[src/rtl/rob_pkg.sv]
package rob_pkg;
  localparam int TAG_W  = 6;
  localparam int QIDX_W = 3;

  typedef enum logic [1:0] {
    KIND_ALU    = 2'd0,
    KIND_LOAD   = 2'd1,
    KIND_STORE  = 2'd2,
    KIND_BRANCH = 2'd3
  } kind_e;

  typedef struct packed {
    kind_e             kind;
    logic [TAG_W-1:0]  dest;
    logic [TAG_W-1:0]  prev;
    logic [QIDX_W-1:0] snap;
    logic              done;
    logic              misp;
    logic              viol;
  } entry_t;

  typedef struct packed {
    logic alloc0;
    logic alloc1;
    logic retire0;
    logic retire1;
    logic flush;
  } strobe_t;
endpackage

[src/rtl/rob_ctrl.sv]
module rob_ctrl #(
  parameter int DEPTH = 16
) (
  input  logic                     clk,
  input  logic                     rstN,
  input  logic [1:0]               dispValid,
  input  logic                     headDone0,
  input  logic                     headFlag0,
  input  logic                     headDone1,
  input  logic                     headFlag1,
  output rob_pkg::strobe_t         ctl,
  output logic [$clog2(DEPTH)-1:0] allocIdx0,
  output logic [$clog2(DEPTH)-1:0] allocIdx1,
  output logic [$clog2(DEPTH)-1:0] headIdx0,
  output logic [$clog2(DEPTH)-1:0] headIdx1,
  output logic                     full
);
  localparam int IDX_W = $clog2(DEPTH);
  localparam int PTR_W = IDX_W + 1;

  logic [PTR_W-1:0] headPtr, tailPtr, count;
  logic nonEmpty, twoPlus;

  assign count    = tailPtr - headPtr;
  assign nonEmpty = (count != '0);
  assign twoPlus  = (count >= PTR_W'(2));
  assign full     = (count > PTR_W'(DEPTH - 2));

  assign headIdx0  = headPtr[IDX_W-1:0];
  assign headIdx1  = headIdx0 + IDX_W'(1);
  assign allocIdx0 = tailPtr[IDX_W-1:0];
  assign allocIdx1 = allocIdx0 + IDX_W'(1);

  always_comb begin
    ctl.retire0 = nonEmpty && headDone0;
    ctl.flush   = ctl.retire0 && headFlag0;
    ctl.retire1 = ctl.retire0 && !ctl.flush && twoPlus && headDone1 && !headFlag1;
    ctl.alloc0  = dispValid[0] && !full && !ctl.flush;
    ctl.alloc1  = ctl.alloc0 && dispValid[1];
  end

  always_ff @(posedge clk or negedge rstN) begin
    if (!rstN) begin
      headPtr <= '0;
      tailPtr <= '0;
    end else if (ctl.flush) begin
      headPtr <= tailPtr;
    end else begin
      headPtr <= headPtr + PTR_W'(ctl.retire0) + PTR_W'(ctl.retire1);
      tailPtr <= tailPtr + PTR_W'(ctl.alloc0) + PTR_W'(ctl.alloc1);
    end
  end

  p_count_bound_r3: assert property (@(posedge clk) disable iff (!rstN)
    count <= PTR_W'(DEPTH));
  p_full_holds_tail_r3: assert property (@(posedge clk) disable iff (!rstN)
    full |=> (tailPtr == $past(tailPtr)));
  p_slot1_after_slot0_r6: assert property (@(posedge clk) disable iff (!rstN)
    ctl.retire1 |-> ctl.retire0);
  p_flush_empties_r9: assert property (@(posedge clk) disable iff (!rstN)
    ctl.flush |=> (count == '0));
  p_flush_squash_r9: assert property (@(posedge clk) disable iff (!rstN)
    ctl.flush |-> !ctl.retire1);
endmodule

[src/rtl/rob_data.sv]
module rob_data #(
  parameter int DEPTH = 16
) (
  input  logic                                clk,
  input  logic                                rstN,
  input  rob_pkg::strobe_t                    ctl,
  input  logic [$clog2(DEPTH)-1:0]            allocIdx0,
  input  logic [$clog2(DEPTH)-1:0]            allocIdx1,
  input  logic [$clog2(DEPTH)-1:0]            headIdx0,
  input  logic [$clog2(DEPTH)-1:0]            headIdx1,
  input  logic [1:0]                          dispKind0,
  input  logic [1:0]                          dispKind1,
  input  logic [rob_pkg::TAG_W-1:0]           dispDest0,
  input  logic [rob_pkg::TAG_W-1:0]           dispDest1,
  input  logic [rob_pkg::TAG_W-1:0]           dispPrev0,
  input  logic [rob_pkg::TAG_W-1:0]           dispPrev1,
  input  logic [rob_pkg::QIDX_W-1:0]          ldqTail,
  input  logic [rob_pkg::QIDX_W-1:0]          stqTail,
  input  logic [1:0]                          cmplValid,
  input  logic [1:0][$clog2(DEPTH)-1:0]       cmplIdx,
  input  logic [1:0]                          cmplMisp,
  input  logic                                violValid,
  input  logic [$clog2(DEPTH)-1:0]            violIdx,
  output rob_pkg::entry_t                     head0,
  output rob_pkg::entry_t                     head1
);
  import rob_pkg::*;
  localparam int IDX_W = $clog2(DEPTH);

  entry_t newEnt0, newEnt1;
  entry_t entArr [DEPTH];

  function automatic entry_t buildEntry(input logic [1:0] kindIn,
                                        input logic [TAG_W-1:0] destIn,
                                        input logic [TAG_W-1:0] prevIn);
    entry_t e;
    e      = '0;
    e.kind = kind_e'(kindIn);
    e.dest = destIn;
    e.prev = prevIn;
    if (kind_e'(kindIn) == KIND_LOAD)       e.snap = stqTail;
    else if (kind_e'(kindIn) == KIND_STORE) e.snap = ldqTail;
    return e;
  endfunction

  assign newEnt0 = buildEntry(dispKind0, dispDest0, dispPrev0);
  assign newEnt1 = buildEntry(dispKind1, dispDest1, dispPrev1);

  for (genvar i = 0; i < DEPTH; i++) begin : g_ent
    localparam logic [IDX_W-1:0] MY_IDX = IDX_W'(i);
    entry_t entR;

    always_ff @(posedge clk or negedge rstN) begin
      if (!rstN) begin
        entR <= '0;
      end else if (ctl.alloc0 && allocIdx0 == MY_IDX) begin
        entR <= newEnt0;
      end else if (ctl.alloc1 && allocIdx1 == MY_IDX) begin
        entR <= newEnt1;
      end else begin
        for (int p = 0; p < 2; p++) begin
          if (cmplValid[p] && cmplIdx[p] == MY_IDX) begin
            entR.done <= 1'b1;
            entR.misp <= cmplMisp[p];
          end
        end
        if (violValid && violIdx == MY_IDX) entR.viol <= 1'b1;
      end
    end

    assign entArr[i] = entR;
  end

  assign head0 = entArr[headIdx0];
  assign head1 = entArr[headIdx1];

  p_cmpl_sets_done_r7: assert property (@(posedge clk) disable iff (!rstN)
    (cmplValid[0] && !(ctl.alloc0 && allocIdx0 == cmplIdx[0])
                  && !(ctl.alloc1 && allocIdx1 == cmplIdx[0]))
      |=> entArr[$past(cmplIdx[0])].done);
  p_viol_sticks_r8: assert property (@(posedge clk) disable iff (!rstN)
    (violValid && !(ctl.alloc0 && allocIdx0 == violIdx)
               && !(ctl.alloc1 && allocIdx1 == violIdx))
      |=> entArr[$past(violIdx)].viol);
  p_alloc_clears_r2: assert property (@(posedge clk) disable iff (!rstN)
    ctl.alloc0 |=> !entArr[$past(allocIdx0)].done);
endmodule

[src/rtl/reorder_buf.sv]
module reorder_buf #(
  parameter int DEPTH  = 16,
  parameter int TAG_W  = rob_pkg::TAG_W,
  parameter int QIDX_W = rob_pkg::QIDX_W,
  localparam int IDX_W = $clog2(DEPTH)
) (
  input  logic                  clk,
  input  logic                  rstN,
  input  logic [1:0]            dispValid,
  input  logic [1:0]            dispKind0,
  input  logic [1:0]            dispKind1,
  input  logic [TAG_W-1:0]      dispDest0,
  input  logic [TAG_W-1:0]      dispDest1,
  input  logic [TAG_W-1:0]      dispPrev0,
  input  logic [TAG_W-1:0]      dispPrev1,
  input  logic [QIDX_W-1:0]     ldqTail,
  input  logic [QIDX_W-1:0]     stqTail,
  input  logic [1:0]            cmplValid,
  input  logic [1:0][IDX_W-1:0] cmplIdx,
  input  logic [1:0]            cmplMisp,
  input  logic                  violValid,
  input  logic [IDX_W-1:0]      violIdx,
  output logic [IDX_W-1:0]      allocIdx0,
  output logic [IDX_W-1:0]      allocIdx1,
  output logic                  full,
  output logic [1:0]            retValid,
  output logic [1:0]            retKind0,
  output logic [1:0]            retKind1,
  output logic [TAG_W-1:0]      retDest0,
  output logic [TAG_W-1:0]      retDest1,
  output logic [TAG_W-1:0]      retPrev0,
  output logic [TAG_W-1:0]      retPrev1,
  output logic [QIDX_W-1:0]     retSnap0,
  output logic [QIDX_W-1:0]     retSnap1,
  output logic                  flush,
  output logic                  flushViol
);
  rob_pkg::strobe_t ctl;
  rob_pkg::entry_t  head0, head1;
  logic [IDX_W-1:0] headIdx0, headIdx1;

  initial begin
    if (TAG_W != rob_pkg::TAG_W || QIDX_W != rob_pkg::QIDX_W)
      $error("reorder_buf: field widths must match rob_pkg");
    if ((1 << IDX_W) != DEPTH)
      $error("reorder_buf: DEPTH must be a power of two");
  end

  rob_ctrl #(.DEPTH(DEPTH)) u_ctrl (
    .clk(clk), .rstN(rstN), .dispValid(dispValid),
    .headDone0(head0.done), .headFlag0(head0.misp | head0.viol),
    .headDone1(head1.done), .headFlag1(head1.misp | head1.viol),
    .ctl(ctl), .allocIdx0(allocIdx0), .allocIdx1(allocIdx1),
    .headIdx0(headIdx0), .headIdx1(headIdx1), .full(full)
  );

  rob_data #(.DEPTH(DEPTH)) u_data (
    .clk(clk), .rstN(rstN), .ctl(ctl),
    .allocIdx0(allocIdx0), .allocIdx1(allocIdx1),
    .headIdx0(headIdx0), .headIdx1(headIdx1),
    .dispKind0(dispKind0), .dispKind1(dispKind1),
    .dispDest0(dispDest0), .dispDest1(dispDest1),
    .dispPrev0(dispPrev0), .dispPrev1(dispPrev1),
    .ldqTail(ldqTail), .stqTail(stqTail),
    .cmplValid(cmplValid), .cmplIdx(cmplIdx), .cmplMisp(cmplMisp),
    .violValid(violValid), .violIdx(violIdx),
    .head0(head0), .head1(head1)
  );

  assign retValid  = {ctl.retire1, ctl.retire0};
  assign retKind0  = head0.kind;
  assign retKind1  = head1.kind;
  assign retDest0  = head0.dest;
  assign retDest1  = head1.dest;
  assign retPrev0  = head0.prev;
  assign retPrev1  = head1.prev;
  assign retSnap0  = head0.snap;
  assign retSnap1  = head1.snap;
  assign flush     = ctl.flush;
  assign flushViol = ctl.flush && head0.viol;

  p_flush_at_head_r9: assert property (@(posedge clk) disable iff (!rstN)
    flush |-> retValid[0]);
  p_viol_cause_r8: assert property (@(posedge clk) disable iff (!rstN)
    flushViol |-> flush);
endmodule

[config.mk]
export PLATFORM = sky130hd
export DESIGN_NAME = reorder_buf
export DESIGN_NICKNAME = d
export VERILOG_FILES = /design/src/rtl/rob_pkg.sv /design/src/rtl/rob_ctrl.sv /design/src/rtl/rob_data.sv /design/src/rtl/reorder_buf.sv
export SDC_FILE = /design/constraint.sdc
export NUM_CORES = 1
export LEC_CHECK = 0
export BUFFER_PORTS_ARGS = -buffer_cell sky130_fd_sc_hd__buf_2
export CORE_MARGIN = 8
export CORE_UTILIZATION = 68
export DETAILED_ROUTE_END_ITERATION = 7
export GPL_ROUTABILITY_DRIVEN = 0
export PLACE_DENSITY = 0.86
export SLEW_MARGIN = 10
export SYNTH_ARGS = -nofsm -noshare
export SYNTH_HDL_FRONTEND = slang
export SYNTH_HIERARCHICAL = 1
export SYNTH_SLANG_ARGS = --single-unit
[constraint.sdc]
create_clock -name clk -period 6.6 [get_ports clk]
set_clock_uncertainty 0.2 [all_clocks]
set_input_delay 0.99 -clock clk [delete_from_list [all_inputs] [get_ports clk]]
set_output_delay 0.99 -clock clk [all_outputs]
set_load 0.005 [all_outputs]
==> results of run 1 <==
metrics by stage:
stage	cells	power [µW]	area (µm²)	setup WS, ps	util [%]
after floorplan	1960	8183	20910	2417	-
after global placement	2292	10000	21450	1371	70.49
after detailed placement	2292	10320	21450	1265	70.49
after CTS	2357	12560	22680	1151	74.54
after global routing	2359	13290	22690	804.2	74.56
final	2363	12840	22700	998.5	74.59
layout make-up:
cell class	count	area, µm²	area share [%]
antenna	6	15.01	0.06615
multi-input combinational	1413	11820	52.07
timing repair buffer	140	820.8	3.616
tap	396	495.5	2.183
clock inverter	13	176.4	0.7773
inverter	13	51.30	0.2260
clock buffer	52	1055	4.647
sequential	330	8265	36.42
power by group:
part,total (µW),internal [µW],switching (µW)
registers,3900,2940,961
logic,6790,3150,3640
clock network,2150,1270,880
total,12800,7360,5480
flip-flops by register name (all words and copies together), names as in the netlist:
signal / count
u_ctrl/headPtr: 5
u_ctrl/tailPtr: 5
u_data/entArr: 320
layout by cell type (no fill, tap or decap), types with 8 or more instances in the layout:
cell type,n
nor2_4,11
nand3_1,12
o211ai_1,10
inv_1,12
buf_2,100
nor2_1,149
o31ai_1,9
o22ai_1,10
a22oi_1,83
mux2i_1,284
clkbuf_16,39
a31oi_1,22
dfrtp_1,328
o21ai_0,151
nand2_1,234
a21oi_1,100
nor2b_1,8
nand3b_1,8
clkbuf_1,10
nor3_1,19
buf_4,38
mux4_2,160
xnor2_1,9
nand2b_1,14
metal layers:
layer	vias to the layer above	wire length [µm]	track usage, %
li1	7152	-	-
met1	8719	23320	46.96
met2	1627	30880	56.78
met3	461	11170	15.21
met4	14	5327	25.04
met5	-	88	0
cell usage after synthesis, types with 14 or more instances:
cell	number	area (µm²)
nand2_1	234	878.3
a22oi_1	83	623.1
a21oi_1	100	500.5
mux4_2	160	3603
nor3_1	20	100.1
o21ai_0	151	755.7
buf_1	16	60.06
a31oi_1	22	137.6
clkbuf_1	122	457.9
nor2_1	160	600.6
nand2b_1	14	87.58
mux2i_1	284	2843
buf_2	43	215.2
buf_4	17	127.6
dfrtp_1	330	8258
path summary, 6_finish.rpt:
kind / startpoint / depth (start not counted) / endpoint
min in group clk: u_data/entArr[2] / 2 / u_data/entArr[2]
max in group asynchronous: rstN / 2 / u_data/entArr[288]
max reg2reg: u_ctrl/headPtr[0] / 11 / u_data/entArr[298]
min: rstN / 1 / u_ctrl/tailPtr[1]
max: u_ctrl/headPtr[0] / 11 / u_data/entArr[298]
min reg2reg: u_data/entArr[2] / 2 / u_data/entArr[2]
worst max-delay path: stages (launching register included):
cell and delay [ps]:
dfrtp_4 960, buf_4 630, mux4_2 600, a22oi_1 170, nand2_1 190, o311a_1 340
and4b_2 490, nor3b_4 320, nand2b_1 610, buf_4 470, mux2i_1 300, a21oi_1 140
cell families (layout without fill, tap and decap cells):
kind of cell / Yosys count / count (layout) / share of synthesized area, %
simple gates: 526 / 526 / 11.54
mux: 451 / 451 / 31.34
xor+xnor: 12 / 12 / 0.5028
other cells: 0 / 6 / 0
fa+ha+maj: 11 / 11 / 0.7661
compound gates: 413 / 413 / 11.68
flops: 330 / 330 / 39.50
buf+inv: 217 / 218 / 4.674
==> impl_metrics.ini, run 1 <==
[floorplan]
die_h_um = 191.3
io_pins = 102
start_util_pct = 68.70
rows = 64
die_area_um2 = 36610
design.core.area_um2 = 30430
die_w_um = 191.3

[timing]
slew_headroom_pct = 10.44
setup_viol = 0
min_period_ps = 5601
worst_pin_slew_ps = 1339
slew_viol_final = 0
tns_ps = 0
max_freq_mhz = 178.5
hold_violations = 0
worst_hold_slack_ps = 248.3
period_share_pct = 84.87
rsz0062_at_grt = false

[route]
routed_wl_um = 70780
wire_per_inst_um = 29.96
first_pass_iters = 8
drt_iter0_markers = 2938
via_per_inst = 7.606
drcViolationCount = 4
vias = 17970
ant_nets = 0

[cts]
clk_pin_slew_ps = 60
cts_setup_buffers = 0
cts-root-buf = clkbuf_16
cts_tree = yes
clk_latency_ps = 550
cts_max_path_buffers = 3
clock-sinks = 330
post_cts_resized = 0
htreeDepth = 2
postCtsHoldBufs = 0
cts-buffers-inserted = 37

[worst_setup_path]
cp.required_ps = 6790
critPathCaptureType = flip-flop
cp_data_arrival_time_ps = 5790
r2r_slack_ps = 1000
crit_fanout = 37
cp-start-kind = flip-flop
path_class = flip-flop to flip-flop

[run_status]
violations = DRC
outcome = complete, but fails checks

[yosys]
synthCells = 1960
ys.flop_type = dfrtp_1
synth.ff_latch_count = 330
synth_area_um2 = 20910
synth-edff-count = 0
yosys_warnings = 6
yosysUniqueCellTypes = 65
syn_area_per_cell_um2 = 10.67
synthArstFlopShare_pct = 100.0
synthesis.nets = 2026
seq_area_frac_synth_pct = 39.50

[min_path]
hp-class = primary input to asynchronous set/reset pin

[cells_and_area]
fin_nets = 2001
area_growth_pct = 8.571
drive_above_1_share_pct = 21.06
fill_cells = 1912

[global_routing]
grt_pass1_vias = 18380
grt_max_degree = 165
grt_usage_pct = 38.57
grt_pass1_wl_um = 107100
antenna_found_initial = 12
grt_overflow = 0

[pwr]
p_leak_uw = 0.009779
peakVddDrop_mv = 0.3373
p_per_area_nw_per_um2 = 565.9

[run]
timing.max_cap.violations = 0

[place]
port_buffers = 101
dp_hpwl_um = 41640
No activity file was read; power rests on OpenSTA's default activity.
==> run 2: changes to the inputs <==
Settings changed: CORE_UTILIZATION 68 to 63, PLACE_DENSITY 0.86 to 0.81.
Clock period 6.6 ns to 5.52 ns, I/O delays scaled along.
==> run 2 against run 1 <==
  * The flow now finishes without violations
  * Cell count up 2.5%
  * First-iteration DRC count fell by 25%
  * Via count shrank 2.3%
  * Maximum frequency rose by 10%
  * Die area rose by 7.3%
  * Highest routed layer unchanged
  * Hold slack worse by 140 ps
  * Worst setup slack got worse by 560 ps
  * Clock power grew 18%
  * Count of clock-buffer cells in the layout down 1
  * Non-clock buffer count up 16
  * Register-to-register slack lost 560 ps
  * Final area up 0.93%
==> impl_metrics.ini, run 2 (synthesized netlist as in run 1, its figures left out) <==
[cts]
cts_max_path_buffers = 3
cts_setup_buffers = 0
clk_latency_ps = 540
cts-buffers-inserted = 38
postCtsHoldBufs = 0
cts_tree = yes
clock-sinks = 330
clk_pin_slew_ps = 60
post_cts_resized = 0
cts-root-buf = clkbuf_16
htreeDepth = 2

[pwr]
p_sw_share_pct = 42.22
p_seq_share_pct = 29.2
p_sw_uw = 6454
p_leak_uw = 0.009873
p_per_area_nw_per_um2 = 667.3
intPower_uw = 8833
clkPwrFrac_pct = 16.5
combinationalPowerShare_pct = 54.2
peakVddDrop_mv = 0.5668

[global_routing]
grt_usage_pct = 35.70
grt_pass1_wl_um = 106000
antenna_found_initial = 12
grt_pass1_vias = 18090
grt_overflow = 0
grt_max_degree = 92

[cells_and_area]
largest_reg_flops = 320
drive_above_1_share_pct = 21.80
final_core_utilization_pct = 70.23
fill_cells = 2253
fin_nets = 2018
final_cell_mix = dfrtp_1 (328), mux2i_1 (284), nand2_1 (234), mux4_2 (160), o21ai_0 (151)
mostFrequentLayoutCell = dfrtp_1
area_growth_pct = 9.582

[worst_setup_path]
crit_slowest_cell = nor2_4
path_cells = buf_4 > mux4_2 > a22oi_1 > nand2_1 > or2_1 > o311a_1 > and4b_2 > nand3b_1 > nor2_4 > mux2i_1 > o21ai_0
r2r_slack_ps = 440
critPathMaxStageDelay_ps = 890
cp-start-kind = flip-flop
crit_fanout = 22
cp_data_arrival_time_ps = 5260
critPathCaptureType = flip-flop
path_delay_family = simple AND/OR/NAND/NOR gates
critPathBufInv = 1
rr_startpoint = u_ctrl/headPtr[0]
worst_r2r_path_depth = 11
r2r_end = u_data/entArr[214]
cp.required_ps = 5700
path_class = flip-flop to flip-flop

[timing]
rsz0062_at_grt = false
slew_viol_final = 0
worst_pin_slew_ps = 1178
slew_headroom_pct = 21.12
setup_viol = 0
tns_ps = 0
max_freq_mhz = 196.9
fin_ws_ps = 440.4
period_share_pct = 92.02
hold_violations = 0
min_period_ps = 5080
worst_hold_slack_ps = 106.7

[floorplan]
start_util_pct = 64.09
die_h_um = 198.2
rows = 66
design.core.area_um2 = 32620
io_pins = 102
die_area_um2 = 39270
die_w_um = 198.2

[route]
routed_wl_um = 70170
vias = 17560
drt_iter0_markers = 2213
wire_per_inst_um = 28.97
ant_nets = 0
drcViolationCount = 0
via_per_inst = 7.251
first_pass_iters = 6

[min_path]
hp-class = primary input to asynchronous set/reset pin

[place]
port_buffers = 101
pre_cts_ws_ps = 518.2
dp_hpwl_um = 43750

[run]
timing.max_cap.violations = 0

[run_status]
outcome = finished, final reports clean
[run 2: layer usage]
layer  wire length [µm]  vias up  track usage, %
li1                   -     7191               -
met3               9820      428           13.07
met1              23770     8519           42.53
met4               5436       18           24.36
met2              31030     1407           53.78
met5                109        -               0
[run 2: metrics by stage]
step,instance area [µm²],power (µW),cells
after floorplan,20910,9784,1960
after global placement,21670,12140,2354
after detailed placement,21670,12470,2354
after CTS,22900,15030,2419
after global routing,22900,15900,2420
final,22910,15290,2422
[run 2: final cells by class]
| class | count | area, µm² | share of cell area, % |
|---|---|---|---|
| inverters | 13 | 51.30 | 0.2239 |
| clock buffers | 51 | 1071 | 4.675 |
| well taps | 442 | 553.0 | 2.414 |
| multi-input cells | 1413 | 11810 | 51.56 |
| diodes | 3 | 7.507 | 0.03277 |
| flip-flops and latches | 330 | 8265 | 36.08 |
| repair buffers | 156 | 991.0 | 4.326 |
| clock inverters | 14 | 156.4 | 0.6827 |
[run 2: power groups by stage]
stage                     clock [µW]  combinational, µW  sequential (µW)
after floorplan                    0               5700             4080
after global placement             0               7800             4340
final                           2530               8290             4470
after global routing            2620               8700             4580
after CTS                       2530               8080             4420
after detailed placement           0               8030             4440
[run 2: worst max-delay path by stage]
stage	start	endpoint	slack, ps	cells past startpoint
2_1_floorplan	u_ctrl/headPtr[0]	u_ctrl/tailPtr[4]	1340	16
3_3_place_gp	u_ctrl/headPtr[0]	u_data/entArr[236]	720	12
3_5_place_dp	u_ctrl/headPtr[0]	u_data/entArr[213]	520	11
4_1_cts	u_ctrl/headPtr[0]	u_data/entArr[237]	500	12
5_1_grt	u_ctrl/headPtr[0]	u_data/entArr[207]	230	11
6_report	u_ctrl/headPtr[0]	u_data/entArr[214]	440	11
[run 2: worst register-to-register path, delay by kind of cell (launching register included)]
| family | cells | cell delay (ps) |
|---|---|---|
| muxes | 2 | 900 |
| DFF | 1 | 630 |
| buffers and inverters | 1 | 480 |
| and+or+nand+nor | 5 | 2120 |
| AOI/OAI and AO/OA | 3 | 590 |
